--- config.mk ---
export PLATFORM = sky130hd
export DESIGN_NAME = hs_byte_link
export DESIGN_NICKNAME = d
export VERILOG_FILES = /design/src/rtl/hsl_pkg.sv /design/src/rtl/hsl_byte_ram.sv /design/src/rtl/hsl_irq_delay.sv /design/src/rtl/hs_byte_link.sv
export SDC_FILE = /design/constraint.sdc
export NUM_CORES = 1
export LEC_CHECK = 0
export BUFFER_PORTS_ARGS = -buffer_cell sky130_fd_sc_hd__buf_4
export CORE_MARGIN = 1
export CORE_UTILIZATION = 25
export CTS_CLUSTER_SIZE = 8
export DETAILED_ROUTE_END_ITERATION = 6
export PLACE_DENSITY_LB_ADDON = 0.05
export REMOVE_ABC_BUFFERS = 1
export SYNTH_ARGS = -nofsm -noshare
export SYNTH_HDL_FRONTEND = slang
export SYNTH_SLANG_ARGS = --single-unit
--- constraint.sdc ---
create_clock -name clk -period 2.87 [get_ports clk]
set_input_delay 0.1435 -clock clk [delete_from_list [all_inputs] [get_ports clk]]
set_output_delay 0.1435 -clock clk [all_outputs]
set_load 0.005 [all_outputs]
--- src/rtl/hsl_pkg.sv ---
package hsl_pkg;
   // bit positions inside the port register that the host firmware decodes
   localparam int unsigned HSL_TIP_BIT  = 5;
   localparam int unsigned HSL_TACK_BIT = 4;

   typedef enum logic [1:0] {
      PH_IDLE    = 2'd0,
      PH_END     = 2'd1,
      PH_HOST_TX = 2'd2,
      PH_DEV_TX  = 2'd3
   } hsl_phase_e;
endpackage

--- src/rtl/hsl_byte_ram.sv ---
module hsl_byte_ram #(
   parameter int unsigned DEPTH  = 16,
   parameter int unsigned DATA_W = 8,
   localparam int unsigned AW    = $clog2(DEPTH)
) (
   input  logic              clk,
   input  logic              we,
   input  logic [AW-1:0]     waddr,
   input  logic [DATA_W-1:0] wdata,
   input  logic [AW-1:0]     raddr,
   output logic [DATA_W-1:0] rdata
);
   logic [DATA_W-1:0] mem [DEPTH];

   always_ff @(posedge clk) begin
      if (we) mem[waddr] <= wdata;
   end

   assign rdata = mem[raddr];
endmodule

--- src/rtl/hsl_irq_delay.sv ---
module hsl_irq_delay #(
   parameter int unsigned DELAY_CYC = 30,
   localparam int unsigned CW       = (DELAY_CYC < 2) ? 1 : $clog2(DELAY_CYC + 1)
) (
   input  logic clk,
   input  logic rst_n,
   input  logic req_now,
   input  logic req_late,
   output logic irq
);
   generate
      if (DELAY_CYC == 0) begin : g_direct
         always_ff @(posedge clk) begin
            if (!rst_n) irq <= 1'b0;
            else        irq <= req_now | req_late;
         end
      end else begin : g_timed
         logic [CW-1:0] cnt;
         logic          pend;

         always_ff @(posedge clk) begin
            if (!rst_n) begin
               cnt  <= '0;
               pend <= 1'b0;
               irq  <= 1'b0;
            end else begin
               irq <= 1'b0;
               if (req_now) begin
                  irq  <= 1'b1;
                  pend <= 1'b0;
               end else if (req_late) begin
                  cnt  <= CW'(DELAY_CYC);
                  pend <= 1'b1;
               end else if (pend) begin
                  if (cnt == CW'(1)) begin
                     irq  <= 1'b1;
                     pend <= 1'b0;
                  end
                  cnt <= cnt - CW'(1);
               end
            end
         end
      end
   endgenerate
endmodule

--- src/rtl/hs_byte_link.sv ---
module hs_byte_link
   import hsl_pkg::*;
#(
   parameter int unsigned DEPTH    = 16,
   parameter int unsigned DATA_W   = 8,
   parameter int unsigned PORT_W   = 8,
   parameter int unsigned CLK_KHZ  = 100000,
   parameter int unsigned DELAY_US = 300,
   localparam int unsigned AW        = $clog2(DEPTH),
   localparam int unsigned LW        = $clog2(DEPTH + 1),
   localparam int unsigned DELAY_CYC = (DELAY_US * CLK_KHZ) / 1000
) (
   input  logic              clk,
   input  logic              rst_n,
   input  logic [PORT_W-1:0] portb_in,
   input  logic [PORT_W-1:0] portb_dir,
   input  logic              shift_out_dir,
   input  logic [DATA_W-1:0] sr_in,
   output logic [DATA_W-1:0] sr_out,
   output logic              treq_n,
   output logic              irq,
   input  logic              rsp_wr_en,
   input  logic [AW-1:0]     rsp_wr_addr,
   input  logic [DATA_W-1:0] rsp_wr_data,
   input  logic              rsp_commit,
   input  logic [LW-1:0]     rsp_len,
   output logic              pkt_valid,
   output logic [LW-1:0]     pkt_len,
   input  logic [AW-1:0]     pkt_rd_addr,
   output logic [DATA_W-1:0] pkt_rd_data
);
   // elaboration-time parameter checks
   if (DEPTH < 2 || (DEPTH & (DEPTH - 1)) != 0) begin : g_bad_depth
      $error("DEPTH must be a power of two of at least 2");
   end
   if (PORT_W <= HSL_TIP_BIT || PORT_W <= HSL_TACK_BIT) begin : g_bad_port
      $error("PORT_W too narrow for the handshake bit positions");
   end
   if (CLK_KHZ == 0) begin : g_bad_clk
      $error("CLK_KHZ must be non-zero");
   end

   logic              last_tip, last_tack;
   logic [LW-1:0]     out_idx, in_idx, in_size;
   logic [DATA_W-1:0] in_rdata;
   hsl_phase_e        phase;

   wire cur_tip  = portb_in[HSL_TIP_BIT];
   wire cur_tack = portb_in[HSL_TACK_BIT];
   wire pair_chg = (cur_tip != last_tip) || (cur_tack != last_tack);

   always_comb begin
      if (!cur_tip) phase = shift_out_dir ? PH_HOST_TX : PH_DEV_TX;
      else          phase = last_tip ? PH_IDLE : PH_END;
   end

   wire host_cap = (phase == PH_HOST_TX) && pair_chg && (out_idx < LW'(DEPTH));
   wire dev_load = (phase == PH_DEV_TX) && pair_chg && (in_idx < in_size);
   wire sync_tgl = (phase == PH_IDLE) && (cur_tack != last_tack);
   wire xfer_end = (phase == PH_END);
   wire sched    = host_cap | dev_load | sync_tgl | xfer_end | rsp_commit;
   wire bypass   = (portb_dir == {PORT_W{1'b1}});

   wire [LW-1:0] in_next = in_idx + LW'(1);

   always_ff @(posedge clk) begin
      if (!rst_n) begin
         last_tip  <= cur_tip;
         last_tack <= cur_tack;
         out_idx   <= '0;
         in_idx    <= '0;
         in_size   <= '0;
         treq_n    <= 1'b1;
         sr_out    <= '0;
         pkt_valid <= 1'b0;
         pkt_len   <= '0;
      end else begin
         last_tip  <= cur_tip;
         last_tack <= cur_tack;
         pkt_valid <= 1'b0;
         if (host_cap) out_idx <= out_idx + LW'(1);
         if (dev_load) begin
            sr_out <= in_rdata;
            in_idx <= in_next;
            if (in_next >= in_size) treq_n <= 1'b1;
         end
         if (sync_tgl) treq_n <= cur_tack;
         if (xfer_end) begin
            if (in_idx < in_size) treq_n <= 1'b0;
            if (out_idx != '0) begin
               pkt_valid <= 1'b1;
               pkt_len   <= out_idx;
               out_idx   <= '0;
            end
         end
         if (rsp_commit) begin
            in_idx  <= '0;
            in_size <= rsp_len;
         end
      end
   end

   hsl_byte_ram #(.DEPTH(DEPTH), .DATA_W(DATA_W)) u_pkt_buf (
      .clk   (clk),
      .we    (host_cap),
      .waddr (out_idx[AW-1:0]),
      .wdata (sr_in),
      .raddr (pkt_rd_addr),
      .rdata (pkt_rd_data)
   );

   hsl_byte_ram #(.DEPTH(DEPTH), .DATA_W(DATA_W)) u_rsp_buf (
      .clk   (clk),
      .we    (rsp_wr_en),
      .waddr (rsp_wr_addr),
      .wdata (rsp_wr_data),
      .raddr (in_idx[AW-1:0]),
      .rdata (in_rdata)
   );

   hsl_irq_delay #(.DELAY_CYC(DELAY_CYC)) u_irq_dly (
      .clk      (clk),
      .rst_n    (rst_n),
      .req_now  (sched & bypass),
      .req_late (sched & ~bypass),
      .irq      (irq)
   );
endmodule

==> results of run 1 <==
==> kinds of logic (layout without fill, tap and decap cells) <==
group,count (synthesis),after routing,synth area share
multiplexers,87,87,0.1530
XOR/XNOR,14,14,0.01002
buffers and inverters,41,219,0.01360
flip-flops,305,305,0.7087
AND/OR/NAND/NOR,157,157,0.06158
AO/OA/AOI/OAI,63,63,0.03570
adder cells (fa/ha/maj),17,17,0.01739
==> where the power goes <==
part	leakage [nW]	total, mW	internal [mW]	switching [mW]
Combinational	1.70	0.548	0.256	0.292
Sequential	2.71	4.92	4.88	0.0400
Clock	0.598	4.72	2.85	1.86
==> flip-flops by register name, indices dropped and copies added, names as in the netlist, 5 cells and up <==
register               cells
u_pkt_buf.mem            128
u_rsp_buf.mem            128
in_size                    5
u_irq_dly.g_timed.cnt     15
sr_out                     8
in_idx                     5
pkt_len                    5
out_idx                    5
==> metal layers <==
metal / up-vias / part of all wire / track usage
met2: 144 / 0.50 / 0.2123
li1: 3060 / - / -
met3: 55 / 0.042 / 0.02542
met5: - / 0 / 0
met4: 0 / 0.025 / 0.04449
met1: 3432 / 0.44 / 0.1570
==> synthesized netlist by cell type (all sizes together), types with 3 or more instances <==
cell type,number
nand2,39
edfxtp,256
nor4b,4
a22oi,3
xor2,6
ha,17
dfxtp,49
nor2,56
clkbuf,14
a21oi,12
nor3,20
o21ai,13
xnor2,8
mux2i,7
mux4,80
nand3,9
buf,15
o2111ai,4
a211oi,3
or3,3
a31oi,5
nand2b,5
inv,12
nor2b,3
o21a,6
nand4,4
==> area by class of cell <==
type,count,area share
sequential,305,0.5686
multi-input combinational,338,0.2228
clock buffer,68,0.07879
timing repair buffer,136,0.07337
tap,615,0.05047
clock inverter,3,0.002954
inverter,12,0.002954
==> how the worst min path moves through the flow <==
stage / endpoint / cells after the start
floorplan: last_tack$_DFF_P_ / 0
global placement: last_tack$_DFF_P_ / 1
detailed placement: last_tack$_DFF_P_ / 1
CTS: u_irq_dly.g_timed.cnt[2]$_SDFFE_PN0P_ / 4
global route: u_irq_dly.g_timed.cnt[2]$_SDFFE_PN0P_ / 5
finish: u_irq_dly.g_timed.cnt[2]$_SDFFE_PN0P_ / 4
==> what timing repair did <==
| action | 4_1_cts | 5_1_grt |
|---|---|---|
| hold buffers | 29 | 0 |
| resized for setup | 0 | 0 |
| endpoints found under the hold margin | 274 | 0 |
| setup endpoints to repair | 0 | 0 |
| buffers inserted | 0 | 0 |
==> per-stage QoR <==
stage               total power, mW    util  hold slack, ns  setup WS (ns)
detailed placement            5.530  0.2853          0.2862         0.3251
floorplan                     5.238       -          0.1712        -0.4725
global route                  10.62  0.3173         0.07174         0.2059
finish                        10.18  0.3173         0.04882         0.3371
global placement              5.511  0.2853          0.2806         0.4190
CTS                           10.39  0.3173        0.003801         0.3294
==> tightest hold or removal path, stage by stage <==
cell and delay, ns:
sky130_fd_sc_hd__buf_4 0.12, sky130_fd_sc_hd__o41ai_1 0.11, sky130_fd_sc_hd__nand3_1 0.09, sky130_fd_sc_hd__a31oi_1 0.08
==> impl_metrics.xml, run 1 <==
<?xml version="1.0" encoding="UTF-8"?>
<metrics>
  <group name="clock_network">
    <metric name="clk_root_buffer_cell" unit="">sky130_fd_sc_hd__clkbuf_16</metric>
    <metric name="maximum_count_of_clock_buffers_along_a_single_path" unit="">3</metric>
    <metric name="cts-htree-levels" unit="">2</metric>
    <metric name="clock_sink_count" unit="">305</metric>
    <metric name="cts_inserted_buffers" unit="">44</metric>
    <metric name="clkLatencyLatePin" unit="ns">0.56</metric>
    <metric name="path_clk_slew" unit="ns">0.05</metric>
    <metric name="cts_tree" unit="">built</metric>
  </group>
  <group name="setup_path">
    <metric name="crit_required" unit="ns">3.31</metric>
    <metric name="critical_path.n_buffers_inverters" unit="">1</metric>
    <metric name="crit-reg2reg-launch" unit="">in_size[4]$_SDFFE_PN0P_</metric>
    <metric name="crit_type" unit="">flop to flop</metric>
    <metric name="critPathCaptureType" unit="">flop</metric>
    <metric name="reg2reg_setup_slack" unit="ns">0.34</metric>
    <metric name="reg2reg_to" unit="">u_irq_dly.g_timed.cnt[8]$_SDFFE_PN0P_</metric>
    <metric name="critical_path.top_delay_family" unit="">compound AO/OA/AOI/OAI gates</metric>
    <metric name="max_stage_delay" unit="ns">0.49</metric>
    <metric name="startpoint_of_the_most_critical_setup_path" unit="">in_size[4]$_SDFFE_PN0P_</metric>
    <metric name="ff_to_ff_path_depth" unit="">8</metric>
    <metric name="timing.critical_path.cells" unit="">inv_1 &gt; ha_1 &gt; nor3_2 &gt; a2111oi_2 &gt; o41a_2 &gt; or2_0 &gt; a21boi_0 &gt; o21a_1</metric>
    <metric name="cp.arrival" unit="ns">2.98</metric>
    <metric name="worstPathMaxFanout" unit="">8</metric>
    <metric name="worstSetupStartpointType" unit="">flop</metric>
    <metric name="worstSetupPathDepth" unit="">8</metric>
    <metric name="critPathCapture" unit="">u_irq_dly.g_timed.cnt[8]$_SDFFE_PN0P_</metric>
    <metric name="cp_slowest_cell" unit="">sky130_fd_sc_hd__or2_0</metric>
  </group>
  <group name="floorplan">
    <metric name="die_area" unit="sq um">49820</metric>
    <metric name="core-area" unit="sq um">48050</metric>
    <metric name="rows" unit="">80</metric>
    <metric name="dieWidth" unit="microns">223.2</metric>
    <metric name="die_h" unit="microns">223.2</metric>
    <metric name="initial_utilization" unit="">0.2546</metric>
    <metric name="io_pins" unit="">74</metric>
  </group>
  <group name="place">
    <metric name="final_estimated_routing_congestion_in_global_placement" unit="">0.7025</metric>
    <metric name="place.port_buffers" unit="">67</metric>
    <metric name="post-place-cells" unit="">1377</metric>
    <metric name="detailed_place.area" unit="sq um">13710</metric>
    <metric name="detailed_place_hpwl" unit="microns">19500</metric>
  </group>
  <group name="detailed_routing">
    <metric name="drt_iter0_drc" unit="">353</metric>
    <metric name="drc_violation_count_after_routing" unit="">0</metric>
    <metric name="route.detailed.wl_per_inst" unit="microns">20.43</metric>
    <metric name="ant_nets" unit="">0</metric>
    <metric name="routed-via-count" unit="">6691</metric>
    <metric name="detailedRoute.firstPassIterationCount" unit="">5</metric>
    <metric name="drt_wl_total" unit="microns">30170</metric>
    <metric name="route.detailed.vias_per_inst" unit="">4.530</metric>
  </group>
  <group name="synthesis">
    <metric name="synth.area.top_cells" unit="">sky130_fd_sc_hd__edfxtp_1 (63%), sky130_fd_sc_hd__mux4_2 (15%), sky130_fd_sc_hd__dfxtp_1 (8.0%)</metric>
    <metric name="yosys_register_bits" unit="">305</metric>
    <metric name="ys.warnings.count" unit="">0</metric>
    <metric name="synth_ff_type" unit="">sky130_fd_sc_hd__edfxtp_1</metric>
    <metric name="syn-instance-count" unit="">684</metric>
    <metric name="synthDominantCellAreaShare" unit="">0.6285</metric>
    <metric name="syn_area" unit="sq um">12230</metric>
    <metric name="synth_enable_flop_cells" unit="">256</metric>
    <metric name="synth-seq-area-share" unit="">0.7087</metric>
    <metric name="avgSynthCellArea" unit="sq um">17.88</metric>
    <metric name="ys_types" unit="">56</metric>
    <metric name="netlist.top_cell.by_area" unit="">sky130_fd_sc_hd__edfxtp_1</metric>
    <metric name="postSynth.asyncResetShare" unit="">0</metric>
  </group>
  <group name="cells_and_area">
    <metric name="area.sequential" unit="sq um">8670</metric>
    <metric name="layout.cells.non_filler" unit="">1477</metric>
    <metric name="final_nets" unit="">904</metric>
    <metric name="multiInputGateArea" unit="sq um">3397</metric>
    <metric name="antenna-diode-count" unit="">0</metric>
    <metric name="final_layout_size_suffix_gt1_frac" unit="">0.2865</metric>
    <metric name="area_growth" unit="%">24.64</metric>
    <metric name="final_cell_mix" unit="">sky130_fd_sc_hd__edfxtp_1 (256), sky130_fd_sc_hd__buf_4 (105), sky130_fd_sc_hd__mux4_2 (80), sky130_fd_sc_hd__nor2_1 (55), sky130_fd_sc_hd__dfxtp_1 (48)</metric>
    <metric name="fillerInstances" unit="">4698</metric>
    <metric name="fin_area" unit="sq um">15250</metric>
    <metric name="most_common_cell_after_layout_fill_and_taps_aside" unit="">sky130_fd_sc_hd__edfxtp_1</metric>
  </group>
  <group name="timing">
    <metric name="rsz0062_at_grt" unit="">false</metric>
    <metric name="hold_viol" unit="">0</metric>
    <metric name="report.final.slew_viol_count" unit="">0</metric>
    <metric name="timing.final.crit_share" unit="">0.8826</metric>
    <metric name="setup_viol" unit="">0</metric>
    <metric name="finClkSkew" unit="ns">0.01445</metric>
    <metric name="tightestPinTransition" unit="ns">0.9175</metric>
    <metric name="min_period" unit="ns">2.533</metric>
    <metric name="max_slew_margin" unit="">0.3861</metric>
    <metric name="timing.setup.tns" unit="ns">0</metric>
    <metric name="max_freq" unit="MHz">394.8</metric>
  </group>
  <group name="pwr">
    <metric name="p_leak" unit="nW">5.012</metric>
    <metric name="cellPowerDensity" unit="nW/um^2">667.9</metric>
    <metric name="ir_drop" unit="uV">422.1</metric>
  </group>
  <group name="min_path">
    <metric name="hp-start" unit="">shift_out_dir</metric>
    <metric name="hold_class" unit="">primary input to flop</metric>
  </group>
  <group name="global_routing">
    <metric name="antenna_violations_before_repair" unit="">0</metric>
    <metric name="first_global_vias" unit="">7253</metric>
    <metric name="global_route.usage.total" unit="">0.1248</metric>
    <metric name="grt_start_max_net_pins" unit="">35</metric>
    <metric name="grt_overflow_total" unit="">0</metric>
    <metric name="grt_pass1_wl" unit="microns">45630</metric>
  </group>
  <group name="status">
    <metric name="status" unit="">complete, no violations</metric>
  </group>
  <group name="flow_run">
    <metric name="cap_violations" unit="">0</metric>
  </group>
</metrics>
(Power assumes the default switching activity.)
==> inputs of run 2 (changes only) <==
CTS_BUF_LIST = sky130_fd_sc_hd__clkbuf_8   (was unset)
==> run 2 against run 1 <==
  * Global-route usage grew 0.096 points
  * Non-clock buffer count grew 9
  * Design area shrank 0.94%
  * Power shrank 9.2%
  * Critical path type unchanged
  * Largest cell class unchanged
==> impl_metrics.xml, run 2 (synthesis results as in run 1) <==
<?xml version="1.0" encoding="UTF-8"?>
<metrics>
  <group name="floorplan">
    <metric name="io_pins" unit="">74</metric>
    <metric name="die_area" unit="sq um">49820</metric>
    <metric name="die_h" unit="microns">223.2</metric>
    <metric name="dieWidth" unit="microns">223.2</metric>
    <metric name="core-area" unit="sq um">48050</metric>
    <metric name="initial_utilization" unit="">0.2546</metric>
    <metric name="rows" unit="">80</metric>
  </group>
  <group name="flow_run">
    <metric name="cap_violations" unit="">0</metric>
  </group>
  <group name="min_path">
    <metric name="hp-start" unit="">portb_dir[1]</metric>
    <metric name="hold_class" unit="">primary input to flop</metric>
  </group>
  <group name="pwr">
    <metric name="cellPowerDensity" unit="nW/um^2">611.9</metric>
    <metric name="ir_drop" unit="uV">291.5</metric>
    <metric name="total_power" unit="mW">9.242</metric>
    <metric name="p_leak" unit="nW">5.046</metric>
  </group>
  <group name="detailed_routing">
    <metric name="drt_wl_total" unit="microns">30330</metric>
    <metric name="route.detailed.vias_per_inst" unit="">4.528</metric>
    <metric name="drt_iter0_drc" unit="">351</metric>
    <metric name="detailedRoute.firstPassIterationCount" unit="">5</metric>
    <metric name="route.detailed.wl_per_inst" unit="microns">20.00</metric>
    <metric name="routed-via-count" unit="">6865</metric>
    <metric name="ant_nets" unit="">0</metric>
    <metric name="drc_violation_count_after_routing" unit="">0</metric>
  </group>
  <group name="place">
    <metric name="place.port_buffers" unit="">67</metric>
    <metric name="detailed_place_hpwl" unit="microns">19500</metric>
    <metric name="dp_slack" unit="ns">0.3251</metric>
    <metric name="post-place-cells" unit="">1377</metric>
    <metric name="final_estimated_routing_congestion_in_global_placement" unit="">0.7025</metric>
  </group>
  <group name="global_routing">
    <metric name="grt_overflow_total" unit="">0</metric>
    <metric name="first_global_vias" unit="">7477</metric>
    <metric name="antenna_violations_before_repair" unit="">0</metric>
    <metric name="grt_start_max_net_pins" unit="">35</metric>
    <metric name="global_route.usage.total" unit="">0.1258</metric>
    <metric name="grt_pass1_wl" unit="microns">46150</metric>
  </group>
  <group name="cells_and_area">
    <metric name="fillerInstances" unit="">4724</metric>
    <metric name="layout.cells.non_filler" unit="">1516</metric>
    <metric name="final_layout_size_suffix_gt1_frac" unit="">0.2919</metric>
    <metric name="final_nets" unit="">926</metric>
    <metric name="area.sequential" unit="sq um">8670</metric>
    <metric name="antenna-diode-count" unit="">0</metric>
    <metric name="final_cell_mix" unit="">sky130_fd_sc_hd__edfxtp_1 (256), sky130_fd_sc_hd__buf_4 (105), sky130_fd_sc_hd__mux4_2 (80), sky130_fd_sc_hd__clkbuf_8 (58), sky130_fd_sc_hd__nor2_1 (55)</metric>
    <metric name="area_growth" unit="%">23.48</metric>
    <metric name="layout_top_registers" unit="">u_pkt_buf.mem: 128 flops, u_rsp_buf.mem: 128 flops, u_irq_dly.g_timed.cnt: 15 flops</metric>
    <metric name="most_common_cell_after_layout_fill_and_taps_aside" unit="">sky130_fd_sc_hd__edfxtp_1</metric>
    <metric name="multiInputGateArea" unit="sq um">3397</metric>
  </group>
  <group name="timing">
    <metric name="tightestPinTransition" unit="ns">0.9214</metric>
    <metric name="rsz0062_at_grt" unit="">false</metric>
    <metric name="timing.setup.tns" unit="ns">0</metric>
    <metric name="report.final.slew_viol_count" unit="">0</metric>
    <metric name="timing.final.crit_share" unit="">0.8843</metric>
    <metric name="setup_viol" unit="">0</metric>
    <metric name="max_slew_margin" unit="">0.3835</metric>
    <metric name="postLayoutSetupSlackWorst" unit="ns">0.3320</metric>
    <metric name="finClkSkew" unit="ns">0.04215</metric>
    <metric name="worst_hold_slack" unit="ns">0.1409</metric>
    <metric name="hold_viol" unit="">0</metric>
    <metric name="max_freq" unit="MHz">394.0</metric>
    <metric name="min_period" unit="ns">2.538</metric>
  </group>
  <group name="clock_network">
    <metric name="cts-htree-levels" unit="">2</metric>
    <metric name="cts_setup_buffers" unit="">0</metric>
    <metric name="cts_tree" unit="">built</metric>
    <metric name="maximum_count_of_clock_buffers_along_a_single_path" unit="">3</metric>
    <metric name="cts_inserted_buffers" unit="">57</metric>
    <metric name="clk_root_buffer_cell" unit="">sky130_fd_sc_hd__clkbuf_8</metric>
    <metric name="path_clk_slew" unit="ns">0.05</metric>
    <metric name="clock_sink_count" unit="">305</metric>
    <metric name="clkLatencyLatePin" unit="ns">0.65</metric>
  </group>
  <group name="setup_path">
    <metric name="crit-reg2reg-launch" unit="">in_size[4]$_SDFFE_PN0P_</metric>
    <metric name="cp.arrival" unit="ns">3.07</metric>
    <metric name="worstSetupStartpointType" unit="">flop</metric>
    <metric name="worstPathMaxFanout" unit="">8</metric>
    <metric name="critPathCaptureType" unit="">flop</metric>
    <metric name="crit_required" unit="ns">3.40</metric>
    <metric name="startpoint_of_the_most_critical_setup_path" unit="">in_size[4]$_SDFFE_PN0P_</metric>
    <metric name="crit_type" unit="">flop to flop</metric>
  </group>
  <group name="status">
    <metric name="status" unit="">complete, no violations</metric>
  </group>
</metrics>
[run 2: final timing paths]
path	end	slack, ns	cells after the start
worst max-delay path	u_irq_dly.g_timed.cnt[8]$_SDFFE_PN0P_	0.33	8
worst min-delay path	u_irq_dly.g_timed.pend$_SDFF_PP0_	0.14	5
worst max register to register	u_irq_dly.g_timed.cnt[8]$_SDFFE_PN0P_	0.33	8
worst min register to register	sr_out[5]$_SDFFE_PN0P_	0.47	2
[run 2: timing repair]
action	CTS	global route
hold endpoints to repair	302	0
hold buffers	38	0
gates resized for setup	0	0
setup endpoints to repair	0	0
[run 2: through the flow]
stage                       util  cell area [sq um]
final                     0.3143              15100
after global routing      0.3143              15100
after CTS                 0.3143              15100
after detailed placement  0.2853              13710
after global placement    0.2853              13710
after floorplan                -              12110
[run 2: worst max-delay path: stages (launching register included)]
cell and delay, ns:
sky130_fd_sc_hd__dfxtp_1 0.33, sky130_fd_sc_hd__inv_1 0.06, sky130_fd_sc_hd__ha_1 0.33, sky130_fd_sc_hd__nor3_2 0.06, sky130_fd_sc_hd__a2111oi_2 0.38, sky130_fd_sc_hd__o41a_2 0.34, sky130_fd_sc_hd__or2_0 0.50, sky130_fd_sc_hd__a21boi_0 0.21
sky130_fd_sc_hd__o21a_1 0.22
[run 2: where the power goes]
| group | internal [mW] | switching, mW | leakage, nW |
|---|---|---|---|
| clock | 1.96 | 1.81 | 0.597 |
| combinational | 0.262 | 0.294 | 1.74 |
| sequential | 4.87 | 0.0395 | 2.71 |
[run 2: final cells by class]
type,count,area share
clock buffer,58,0.05285
clock inverter,43,0.01425
inverter,12,0.002982
multi-input combinational,338,0.2249
sequential,305,0.5740
tap,615,0.05095
timing repair buffer,145,0.08003
[run 2: routing by layer]
metal,track usage,up-vias,share of wire
li1,-,3108,-
met1,0.1567,3527,0.43
met2,0.2141,172,0.50
met3,0.02542,58,0.045
met4,0.04850,0,0.026
met5,0,-,0
==> inputs of run 3 (changes only) <==
PLACE_DENSITY_LB_ADDON = unset   (was 0.05)
==> run 3 against run 2 <==
  * Via count shrank 5.1%
  * Largest power group unchanged
  * Non-clock buffer count down 13
  * Maximum frequency up 4.6%
  * Final cell count fell by 1.5%
  * Combinational power decreased by 5.4%
  * Design area decreased by 1.3%
  * Sequential power barely moved
  * Clock skew fell by 0.027 ns
  * Die area unchanged
==> impl_metrics.xml, run 3 (synthesis results as in run 1) <==
<?xml version="1.0" encoding="UTF-8"?>
<metrics>
  <group name="status">
    <metric name="status" unit="">complete, no violations</metric>
  </group>
  <group name="detailed_routing">
    <metric name="drt_iter0_drc" unit="">414</metric>
    <metric name="detailedRoute.firstPassIterationCount" unit="">7</metric>
    <metric name="route.detailed.vias_per_inst" unit="">4.362</metric>
    <metric name="routed-via-count" unit="">6513</metric>
    <metric name="ant_nets" unit="">0</metric>
    <metric name="drc_violation_count_after_routing" unit="">0</metric>
    <metric name="route.detailed.wl_per_inst" unit="microns">16.82</metric>
    <metric name="drt_wl_total" unit="microns">25110</metric>
  </group>
  <group name="global_routing">
    <metric name="first_global_vias" unit="">6852</metric>
    <metric name="global_route.usage.total" unit="">0.1019</metric>
    <metric name="grt_pass1_wl" unit="microns">38930</metric>
    <metric name="antenna_violations_before_repair" unit="">2</metric>
    <metric name="grt_overflow_total" unit="">0</metric>
    <metric name="grt_start_max_net_pins" unit="">35</metric>
  </group>
  <group name="timing">
    <metric name="finClkSkew" unit="ns">0.01499</metric>
    <metric name="report.final.slew_viol_count" unit="">0</metric>
    <metric name="tightestPinTransition" unit="ns">0.7771</metric>
    <metric name="max_slew_margin" unit="">0.4800</metric>
    <metric name="hold_viol" unit="">0</metric>
    <metric name="rsz0062_at_grt" unit="">false</metric>
    <metric name="timing.final.crit_share" unit="">0.8452</metric>
    <metric name="setup_viol" unit="">0</metric>
    <metric name="min_period" unit="ns">2.426</metric>
    <metric name="max_freq" unit="MHz">412.2</metric>
    <metric name="timing.setup.tns" unit="ns">0</metric>
  </group>
  <group name="floorplan">
    <metric name="io_pins" unit="">74</metric>
    <metric name="initial_utilization" unit="">0.2546</metric>
    <metric name="dieWidth" unit="microns">223.2</metric>
    <metric name="die_area" unit="sq um">49820</metric>
    <metric name="die_h" unit="microns">223.2</metric>
    <metric name="rows" unit="">80</metric>
    <metric name="core-area" unit="sq um">48050</metric>
  </group>
  <group name="cells_and_area">
    <metric name="layout_top_registers" unit="">u_pkt_buf.mem: 128 flops, u_rsp_buf.mem: 128 flops, u_irq_dly.g_timed.cnt: 15 flops</metric>
    <metric name="fillerInstances" unit="">4723</metric>
    <metric name="final_cell_mix" unit="">sky130_fd_sc_hd__edfxtp_1 (256), sky130_fd_sc_hd__buf_4 (101), sky130_fd_sc_hd__mux4_2 (80), sky130_fd_sc_hd__nor2_1 (55), sky130_fd_sc_hd__clkbuf_8 (55)</metric>
    <metric name="postLayoutCoreUtil" unit="">0.3101</metric>
    <metric name="final_nets" unit="">906</metric>
    <metric name="final_layout_size_suffix_gt1_frac" unit="">0.2908</metric>
    <metric name="layout.cells.non_filler" unit="">1493</metric>
    <metric name="most_common_cell_after_layout_fill_and_taps_aside" unit="">sky130_fd_sc_hd__edfxtp_1</metric>
    <metric name="area_growth" unit="%">21.82</metric>
    <metric name="fin_area" unit="sq um">14900</metric>
  </group>
  <group name="setup_path">
    <metric name="worstPathMaxFanout" unit="">7</metric>
    <metric name="crit_required" unit="ns">3.36</metric>
    <metric name="worstSetupStartpointType" unit="">flop</metric>
    <metric name="cp_slowest_cell" unit="">sky130_fd_sc_hd__or4_1</metric>
    <metric name="timing.critical_path.cells" unit="">inv_1 &gt; ha_1 &gt; nor3_2 &gt; a2111oi_2 &gt; o41a_2 &gt; o2111ai_2 &gt; or4_1 &gt; a31oi_1</metric>
    <metric name="critPathCaptureType" unit="">flop</metric>
    <metric name="cp.arrival" unit="ns">2.91</metric>
    <metric name="critical_path.n_buffers_inverters" unit="">1</metric>
    <metric name="max_stage_delay" unit="ns">0.46</metric>
    <metric name="crit_type" unit="">flop to flop</metric>
    <metric name="critical_path.top_delay_family" unit="">compound AO/OA/AOI/OAI gates</metric>
    <metric name="reg2reg_setup_slack" unit="ns">0.44</metric>
  </group>
  <group name="clock_network">
    <metric name="cts_tree" unit="">built</metric>
    <metric name="clk_root_buffer_cell" unit="">sky130_fd_sc_hd__clkbuf_8</metric>
    <metric name="clock_sink_count" unit="">305</metric>
    <metric name="cts_inserted_buffers" unit="">50</metric>
    <metric name="cts-htree-levels" unit="">2</metric>
    <metric name="postCtsResizedCells" unit="">0</metric>
    <metric name="maximum_count_of_clock_buffers_along_a_single_path" unit="">3</metric>
    <metric name="clkLatencyLatePin" unit="ns">0.58</metric>
    <metric name="path_clk_slew" unit="ns">0.06</metric>
  </group>
  <group name="place">
    <metric name="final_estimated_routing_congestion_in_global_placement" unit="">0.7524</metric>
    <metric name="detailed_place_hpwl" unit="microns">16350</metric>
    <metric name="post-place-cells" unit="">1373</metric>
    <metric name="detailed_place.area" unit="sq um">13680</metric>
    <metric name="place.port_buffers" unit="">67</metric>
  </group>
  <group name="flow_run">
    <metric name="cap_violations" unit="">0</metric>
  </group>
  <group name="pwr">
    <metric name="ir_drop" unit="uV">502.3</metric>
    <metric name="p_leak" unit="nW">4.957</metric>
    <metric name="cellPowerDensity" unit="nW/um^2">601.4</metric>
  </group>
  <group name="min_path">
    <metric name="hold_class" unit="">primary input to flop</metric>
  </group>
</metrics>
[run 3: area by class of cell]
type,instances,area [sq um],share of cell area
clock buffer,55,757.0,0.05080
tap,615,769.5,0.05164
multi-input combinational,338,3397,0.2280
antenna,1,2.502,0.0001679
clock inverter,35,171.4,0.01150
inverter,12,45.04,0.003023
sequential,305,8670,0.5818
timing repair buffer,132,1089,0.07305
[run 3: worst paths after layout]
check                     startpoint                                      to  cells past startpoint
max reg2reg  in_size[4]$_SDFFE_PN0P_  u_irq_dly.g_timed.cnt[13]$_SDFFE_PN0P_                      8
min reg2reg   sr_out[5]$_SDFFE_PN0P_                  sr_out[5]$_SDFFE_PN0P_                      2
min                     portb_dir[0]   u_irq_dly.g_timed.cnt[2]$_SDFFE_PN0P_                      5
max          in_size[4]$_SDFFE_PN0P_  u_irq_dly.g_timed.cnt[13]$_SDFFE_PN0P_                      8
[run 3: tightest hold or removal path, cell delays in order]
cell and delay (ns):
sky130_fd_sc_hd__buf_4 0.11, sky130_fd_sc_hd__nand4_1 0.10, sky130_fd_sc_hd__nor3_1 0.07, sky130_fd_sc_hd__nand3_1 0.09, sky130_fd_sc_hd__a31oi_1 0.08
[run 3: per-layer routing]
layer | vias up | wire length, microns | global-route usage
li1 | 3060 | - | -
met1 | 3261 | 10900 | 0.1281
met2 | 150 | 12540 | 0.1738
met3 | 40 | 1233 | 0.02344
met4 | 2 | 428 | 0.03070
met5 | - | 13 | 0
[run 3: through the flow]
step                      hold slack, ns  worst slack, ns  power, mW
final                            0.05986           0.4443      8.961
after global placement            0.2973           0.4899      5.485
after detailed placement          0.2970           0.4474      5.504
after global routing             0.04785           0.2503      9.341
after floorplan                   0.1712          -0.4725      5.238
after CTS                        0.02013           0.4412      9.096
[run 3: repair_timing]
action,CTS,global route
hold buffers,29,0
setup buffers,0,0
endpoints found under the setup margin,0,0
endpoints found under the hold margin,277,0
[run 3: power by group]
part / internal [mW] / switching (mW) / total [mW]
clock: 1.84 / 1.68 / 3.52
sequential: 4.87 / 0.0411 / 4.91
combinational: 0.256 / 0.271 / 0.527
total: 6.97 / 1.99 / 8.96
